<file path="config.mk">
export PLATFORM = sky130hd
export DESIGN_NAME = sysctl_regs
export DESIGN_NICKNAME = d
export VERILOG_FILES = /design/src/rtl/sysctl_pkg.sv /design/src/rtl/sysctl_decode.sv /design/src/rtl/sysctl_prio.sv /design/src/rtl/sysctl_tick.sv /design/src/rtl/sysctl_regs.sv
export SDC_FILE = /design/constraint.sdc
export NUM_CORES = 1
export LEC_CHECK = 0
export ABC_CLOCK_PERIOD_IN_PS = 4850
export BUFFER_PORTS_ARGS = -buffer_cell sky130_fd_sc_hd__buf_2
export CORE_ASPECT_RATIO = 1.25
export CORE_MARGIN = 8
export CORE_UTILIZATION = 45
export DETAILED_ROUTE_END_ITERATION = 6
export GPL_TIMING_DRIVEN = 0
export MAX_ROUTING_LAYER = met4
export PLACE_DENSITY = 0.86
export REMOVE_ABC_BUFFERS = 1
export SYNTH_ARGS = -nofsm -noshare
export SYNTH_HDL_FRONTEND = slang
export SYNTH_SLANG_ARGS = --single-unit
</file>
<file path="constraint.sdc">
create_clock -name clk -period 4.85 [get_ports clk]
set_input_delay 0.485 -clock clk [delete_from_list [all_inputs] [get_ports clk]]
set_output_delay 0.485 -clock clk [all_outputs]
set_load 0.1 [all_outputs]
</file>
<file path="src/rtl/sysctl_pkg.sv">
// Package: shared register-select type, word offsets and exception numbers
// for the system control register block. Offsets are byte offsets >> 2.
package sysctl_pkg;

    localparam int AW = 10;

    typedef enum logic [3:0] {
        SEL_NONE,
        SEL_TCSR,
        SEL_TCAL,
        SEL_ICSR,
        SEL_VTOR,
        SEL_AIRCR,
        SEL_SHP0,
        SEL_SHP1,
        SEL_SHP2,
        SEL_SHCSR
    } sel_e;

    localparam logic [AW-1:0] W_TCSR  = 10'h004;  // 0x010
    localparam logic [AW-1:0] W_TCAL  = 10'h007;  // 0x01C
    localparam logic [AW-1:0] W_ICSR  = 10'h341;  // 0xD04
    localparam logic [AW-1:0] W_VTOR  = 10'h342;  // 0xD08
    localparam logic [AW-1:0] W_AIRCR = 10'h343;  // 0xD0C
    localparam logic [AW-1:0] W_SHP0  = 10'h346;  // 0xD18
    localparam logic [AW-1:0] W_SHP1  = 10'h347;  // 0xD1C
    localparam logic [AW-1:0] W_SHP2  = 10'h348;  // 0xD20
    localparam logic [AW-1:0] W_SHCSR = 10'h349;  // 0xD24

    localparam int EX_NMI    = 2;
    localparam int EX_MEM    = 4;
    localparam int EX_BUS    = 5;
    localparam int EX_USAGE  = 6;
    localparam int EX_SVC    = 11;
    localparam int EX_DBG    = 12;
    localparam int EX_PENDSV = 14;
    localparam int EX_TICK   = 15;

    localparam logic [15:0] RESET_KEY = 16'hFA05;

endpackage

</file>
<file path="src/rtl/sysctl_decode.sv">
// Module: sysctl_decode
// Maps a word address onto a register select. It is purely combinational.
// Assumes the address already has the byte-lane bits removed.
module sysctl_decode
    import sysctl_pkg::*;
(
    input  logic [AW-1:0] addr,
    output sel_e          sel
);

    // Compare the word address against every implemented register.
    always_comb begin
        unique case (addr)
            W_TCSR:  sel = SEL_TCSR;
            W_TCAL:  sel = SEL_TCAL;
            W_ICSR:  sel = SEL_ICSR;
            W_VTOR:  sel = SEL_VTOR;
            W_AIRCR: sel = SEL_AIRCR;
            W_SHP0:  sel = SEL_SHP0;
            W_SHP1:  sel = SEL_SHP1;
            W_SHP2:  sel = SEL_SHP2;
            W_SHCSR: sel = SEL_SHCSR;
            default: sel = SEL_NONE;
        endcase
    end

endmodule

</file>
<file path="src/rtl/sysctl_prio.sv">
// Module: sysctl_prio
// Holds NWORDS*4 byte-wide handler priorities. Each word write updates only
// the lanes that are enabled. Byte k of the flat output belongs to
// exception k+4. Assumes at most one word select is high per cycle.
module sysctl_prio #(
    parameter int NWORDS = 3,
    parameter int PW     = 8
) (
    input  logic                    clk,
    input  logic                    rst_n,
    input  logic [NWORDS-1:0]       wr_word,
    input  logic [3:0]              be,
    input  logic [4*PW-1:0]         wdata,
    output logic [NWORDS*4*PW-1:0]  prio
);

    localparam int NBYTES = NWORDS * 4;

    for (genvar k = 0; k < NBYTES; k++) begin : g_byte
        localparam int WI = k / 4;
        localparam int LN = k % 4;
        logic [PW-1:0] val;

        // Load one priority byte when its word and lane are both selected.
        always_ff @(posedge clk) begin
            if (!rst_n) begin
                val <= '0;
            end else if (wr_word[WI] && be[LN]) begin
                val <= wdata[LN*PW +: PW];
            end
        end

        assign prio[k*PW +: PW] = val;
    end

endmodule

</file>
<file path="src/rtl/sysctl_tick.sv">
// Module: sysctl_tick
// Holds the tick-timer control bits and the sticky count flag. A wrap sets
// the flag, and a control/status read clears it; when both happen in one
// cycle the wrap wins. Counting is done outside this block.
module sysctl_tick #(
    parameter int CW = 3
) (
    input  logic          clk,
    input  logic          rst_n,
    input  logic          wr_en,
    input  logic [CW-1:0] wdata,
    input  logic          rd_en,
    input  logic          wrap,
    output logic [CW-1:0] ctrl,
    output logic          flag
);

    // Store the writable control bits.
    always_ff @(posedge clk) begin
        if (!rst_n) begin
            ctrl <= '0;
        end else if (wr_en) begin
            ctrl <= wdata;
        end
    end

    // Sticky count flag: set by a wrap, cleared by a read.
    always_ff @(posedge clk) begin
        if (!rst_n) begin
            flag <= 1'b0;
        end else if (wrap) begin
            flag <= 1'b1;
        end else if (rd_en) begin
            flag <= 1'b0;
        end
    end

endmodule

</file>
<file path="src/rtl/sysctl_regs.sv">
// Module: sysctl_regs (top)
// System control register group of an interrupt controller. Reads are built
// from stored configuration and from live exception state sampled at the
// read edge. Writes produce one-cycle request pulses or update stored
// fields. Assumes VEC_W <= 10, so the pending vector field ends below bit 22.
module sysctl_regs
    import sysctl_pkg::*;
#(
    parameter int          VEC_W     = 9,
    parameter logic [31:0] CALIB_VAL = 32'd10000
) (
    input  logic               clk,
    input  logic               rst_n,
    input  logic               bus_wr,
    input  logic               bus_rd,
    input  logic [9:0]         bus_addr,
    input  logic [31:0]        bus_wdata,
    input  logic [3:0]         bus_be,
    output logic [31:0]        bus_rdata,
    input  logic [VEC_W-1:0]   act_exc,
    input  logic [VEC_W-1:0]   pend_vec,
    input  logic               ext_pend_any,
    input  logic [15:0]        exc_pend,
    input  logic [15:0]        exc_act,
    input  logic               tick_wrap,
    output logic               pendsv_set,
    output logic               pendsv_clr,
    output logic               systick_set,
    output logic               systick_clr,
    output logic [2:0]         hnd_en,
    output logic [2:0]         prigroup,
    output logic               prio_recalc,
    output logic [31:0]        vtor,
    output logic [95:0]        sys_prio,
    output logic [2:0]         tick_ctrl
);

    localparam int NSHP      = 3;
    localparam int PEND_LSB  = 12;
    localparam int VT_ALIGN  = 7;

    sel_e               sel;
    logic               wr_icsr;
    logic               wr_aircr;
    logic               wr_vtor;
    logic               wr_shcsr;
    logic               wr_tcsr;
    logic               rd_tcsr;
    logic [NSHP-1:0]    wr_shp;
    logic               tick_flag;
    logic [31:0]        rd_val;
    logic               unused_ok;

    sysctl_decode u_dec (
        .addr (bus_addr),
        .sel  (sel)
    );

    // Strobes for each register that has a write or a read side effect.
    always_comb begin
        wr_icsr  = bus_wr && (sel == SEL_ICSR);
        wr_aircr = bus_wr && (sel == SEL_AIRCR);
        wr_vtor  = bus_wr && (sel == SEL_VTOR);
        wr_shcsr = bus_wr && (sel == SEL_SHCSR);
        wr_tcsr  = bus_wr && (sel == SEL_TCSR);
        rd_tcsr  = bus_rd && (sel == SEL_TCSR);
        wr_shp   = {bus_wr && (sel == SEL_SHP2),
                    bus_wr && (sel == SEL_SHP1),
                    bus_wr && (sel == SEL_SHP0)};
    end

    sysctl_prio #(
        .NWORDS (NSHP),
        .PW     (8)
    ) u_prio (
        .clk     (clk),
        .rst_n   (rst_n),
        .wr_word (wr_shp),
        .be      (bus_be),
        .wdata   (bus_wdata),
        .prio    (sys_prio)
    );

    sysctl_tick #(
        .CW (3)
    ) u_tick (
        .clk   (clk),
        .rst_n (rst_n),
        .wr_en (wr_tcsr),
        .wdata (bus_wdata[2:0]),
        .rd_en (rd_tcsr),
        .wrap  (tick_wrap),
        .ctrl  (tick_ctrl),
        .flag  (tick_flag)
    );

    // Pending requests from a control/state write; the set bit beats the clear bit.
    always_ff @(posedge clk) begin
        if (!rst_n) begin
            pendsv_set  <= 1'b0;
            pendsv_clr  <= 1'b0;
            systick_set <= 1'b0;
            systick_clr <= 1'b0;
        end else begin
            pendsv_set  <= wr_icsr && bus_wdata[28];
            pendsv_clr  <= wr_icsr && !bus_wdata[28] && bus_wdata[27];
            systick_set <= wr_icsr && bus_wdata[26];
            systick_clr <= wr_icsr && !bus_wdata[26] && bus_wdata[25];
        end
    end

    // Priority grouping field and its one-cycle recompute request.
    always_ff @(posedge clk) begin
        if (!rst_n) begin
            prigroup    <= '0;
            prio_recalc <= 1'b0;
        end else begin
            prio_recalc <= wr_aircr;
            if (wr_aircr) begin
                prigroup <= bus_wdata[10:8];
            end
        end
    end

    // Vector table base, stored with the alignment bits dropped.
    always_ff @(posedge clk) begin
        if (!rst_n) begin
            vtor <= '0;
        end else if (wr_vtor) begin
            vtor <= {bus_wdata[31:VT_ALIGN], {VT_ALIGN{1'b0}}};
        end
    end

    // Fault handler enables: bit 0 = exc 4, bit 1 = exc 5, bit 2 = exc 6.
    always_ff @(posedge clk) begin
        if (!rst_n) begin
            hnd_en <= '0;
        end else if (wr_shcsr) begin
            hnd_en <= bus_wdata[18:16];
        end
    end

    // Build the read value of the selected register from state and live inputs.
    always_comb begin
        rd_val = '0;
        unique case (sel)
            SEL_TCSR: begin
                rd_val[2:0] = tick_ctrl;
                rd_val[16]  = tick_flag;
            end
            SEL_TCAL:  rd_val = CALIB_VAL;
            SEL_ICSR: begin
                rd_val[VEC_W-1:0]           = act_exc;
                rd_val[PEND_LSB +: VEC_W]   = pend_vec;
                rd_val[22]                  = ext_pend_any;
                rd_val[26]                  = exc_pend[EX_TICK];
                rd_val[28]                  = exc_pend[EX_PENDSV];
                rd_val[31]                  = exc_pend[EX_NMI];
            end
            SEL_VTOR:  rd_val = vtor;
            SEL_AIRCR: begin
                rd_val[31:16] = RESET_KEY;
                rd_val[10:8]  = prigroup;
            end
            SEL_SHP0:  rd_val = sys_prio[31:0];
            SEL_SHP1:  rd_val = sys_prio[63:32];
            SEL_SHP2:  rd_val = sys_prio[95:64];
            SEL_SHCSR: begin
                rd_val[0]     = exc_act[EX_MEM];
                rd_val[1]     = exc_act[EX_BUS];
                rd_val[3]     = exc_act[EX_USAGE];
                rd_val[7]     = exc_act[EX_SVC];
                rd_val[8]     = exc_act[EX_DBG];
                rd_val[10]    = exc_act[EX_PENDSV];
                rd_val[11]    = exc_act[EX_TICK];
                rd_val[12]    = exc_pend[EX_USAGE];
                rd_val[13]    = exc_pend[EX_MEM];
                rd_val[14]    = exc_pend[EX_BUS];
                rd_val[15]    = exc_pend[EX_SVC];
                rd_val[18:16] = hnd_en;
            end
            default:   rd_val = '0;
        endcase
    end

    // Register the read data on each read strobe and hold it otherwise.
    always_ff @(posedge clk) begin
        if (!rst_n) begin
            bus_rdata <= '0;
        end else if (bus_rd) begin
            bus_rdata <= rd_val;
        end
    end

    // Exception flags that no register exposes.
    assign unused_ok = ^{exc_pend[1:0], exc_pend[3], exc_pend[10:7],
                         exc_pend[13:12], exc_act[3:0], exc_act[10:7],
                         exc_act[13]};

endmodule

</file>
==> reports/results.txt <==
CTS Sinks = 168
Yosys Warn Count = 0
PnR worst setup slack = 1879 ps
Initial cell density of the core = 45.40%
Startpoint Class = input port
FF+latch count, synth = 168
Worst-Skew Late Latency = 430 ps
Min Hold Slack = 285.8 ps
Die W = 131.7 um
Fill cells = 1,549
Setup-failing EPs final = 0
Number of global-route vias before repair = 7,372
Post-synth ARST share = 0%
Fin crit share = 61.26%
Clk network pwr share = 48.5%
Mapped Area = 7526 um2
CTS Hold Bufs = 0
Slew HR = 5.553%
Number of synthesized flops with an enable pin = 0
Clock buffer depth = 2
Int Power = 2.444 mW
Final instance area = 9393 um2
Final hold vios = 0
Largest net degree at the start of global routing = 80
Via count = 7,401
TritonCTS clock tree = yes
Max Freq = 0.3365 GHz
PwrDens = 342.2 nW/um2
Synthesis-to-finish area growth = 24.80%
Status = finished clean
Setup CP Type = input port to flop
Initial antenna violation count = 2
Nets = 1,136
Number of buffers added on ports = 250
Post-synth top flop = dfxtp_1
Synth cell types = 57
H-tree levels = 4
CTS root buffer = clkbuf_16
Commonest cells after routing, fill and taps aside = 249 x buf_2, 168 x dfxtp_1, 101 x o21ai_0
Average size of a mapped cell = 9.057 um2
Static leakage = 4.239 nW
Final Wtd Congestion = 0.8451
First-pass DRT Iterations = 5
Max IR drop VDD = 0.2151 mV
DR iter-0 viols = 567
Share of cells above drive strength 1 = 32.76%
Worst clock skew = 8.264 ps
Total congestion overflow = 0
DRC errors left = 0
Vias/cell = 5.832
Rows = 53
MaxCap Viol Count = 0
Tot Pwr = 3.214 mW
Fin. max-slew vios = 0
ANT nets after route = 0
GRT Total Usage = 25.47%
Die Y = 160.6 um
Critical path arrival = 3320 ps
Sequential share of the synthesized area = 44.69%
Setup Buffers After CTS = 0
Commonest non-fill, non-tap cell in the layout = buf_2
Fin util = 56.66%
Post-synthesis instance total = 831
CP max FO = 25
Final WL = 27,240 um
Core box area = 16,580 um2
Resized cells post-CTS = 0
Routed len/inst = 21.46 um
TritonCTS Buffers = 17
Clk slew on worst S/H paths = 60 ps
Sw Ratio = 23.97%
Hold Crit Class = input port to flop
Pre-CTS WS = 1507 ps
Comb power frac = 8.3%
Sequential Power Share = 43.2%
Post-DP HPWL = 19,120 um
Post-layout min period = 2971 ps
Crit end category = flop
P_sw = 0.7706 mW
Die area = 21,140 um2
RSZ-0062 raised after global routing = no
# IOs = 276
Global-route wire length before repair = 41,400 um
Worst slew pin tran = 1411 ps
Worst EP required = 5200 ps
Area after DPL = 8701 um2
[synthesized netlist by cell type (3+ instances only)]
library cell | number | share of area, %
a22oi_1 | 40 | 4.0
buf_2 | 21 | 1.4
nor2_1 | 80 | 4.0
mux2_2 | 5 | 0.75
a21oi_1 | 26 | 1.7
clkbuf_1 | 24 | 1.2
nor2b_1 | 12 | 1.0
buf_1 | 7 | 0.35
buf_6 | 10 | 1.5
mux2i_1 | 48 | 6.4
buf_4 | 13 | 1.3
a31oi_1 | 4 | 0.33
o21ai_0 | 101 | 6.7
nand4_4 | 12 | 3.4
nand4_1 | 4 | 0.33
dfxtp_1 | 168 | 45
and2_1 | 6 | 0.50
nand3_1 | 77 | 5.1
a22o_1 | 5 | 0.58
nand2b_1 | 4 | 0.33
nor3b_1 | 3 | 0.30
nand2_1 | 69 | 3.4
or2_2 | 4 | 0.33
a31o_2 | 27 | 3.1
a221oi_1 | 4 | 0.47
o22ai_1 | 6 | 0.50
o32ai_1 | 4 | 0.47
o221ai_1 | 7 | 0.81
o21ai_1 | 5 | 0.33
[power by group through the flow]
stage | combinational (mW) | sequential (mW) | clock [mW]
floorplan | 0.0914 | 1.46 | 0
global placement | 0.260 | 1.42 | 0
detailed placement | 0.264 | 1.42 | 0
CTS | 0.265 | 1.39 | 1.57
global route | 0.282 | 1.39 | 1.63
finish | 0.267 | 1.39 | 1.56
[final timing paths]
kind                                                  from  slack, ps  cells past startpoint                         end
worst max-delay path                           bus_addr[3]       1880                      5  bus_rdata[19]$_SDFFE_PN0P_
worst min-delay path                         bus_wdata[26]        290                      2      systick_clr$_SDFF_PN0_
worst max register to register       vtor[21]$_SDFFE_PN0P_       3360                      4  bus_rdata[21]$_SDFFE_PN0P_
worst min register to register  bus_rdata[11]$_SDFFE_PN0P_        450                      2  bus_rdata[11]$_SDFFE_PN0P_
[layout make-up]
| type | instances | area (um2) | area share, % |
|---|---|---|---|
| Clock inverter | 11 | 219.0 | 2.331 |
| Antenna cell | 2 | 5.005 | 0.05328 |
| Clock buffer | 21 | 460.4 | 4.902 |
| Multi-Input combinational cell | 592 | 3746 | 39.88 |
| Inverter | 2 | 7.507 | 0.07993 |
| Sequential cell | 168 | 3363 | 35.81 |
| Tap cell | 220 | 275.3 | 2.931 |
| Timing Repair Buffer | 253 | 1316 | 14.01 |
[state kept, by name (all words and copies together), names as in the netlist, 3 cells and up]
signal	count
bus_rdata	32
hnd_en	3
vtor	25
prigroup	3
u_prio.g_byte.val	96
u_tick.ctrl	3
[per-layer routing]
metal | wire length, um | global-route usage [%]
met3 | 1936 | 6.188
met2 | 13260 | 41.32
met5 | 0 | -
met4 | 894 | 11.25
met1 | 11140 | 29.48
[worst max-delay path: stages]
cell,delay (ps)
buf_2,510
nor4b_4,1230
and2_1,660
a22oi_1,200
a21oi_1,210
[kinds of logic (layout without fill, tap and decap cells)]
group	after synthesis	count (layout)	synth area share, %
DFF	168	168	44.69
muxes	53	53	7.132
and+or+nand+nor	288	288	21.48
other	1	9	0.04983
AOI/OAI and AO/OA	244	244	20.81
buffers and inverters	77	287	5.836
[through the flow]
step	TNS [ps]	instances
after detailed placement	0	1234
after global routing	0	1269
final	0	1269
after global placement	-13250	1232
after floorplan	0	762
after CTS	0	1266
Note: power is estimated with default switching activity, not from simulation.
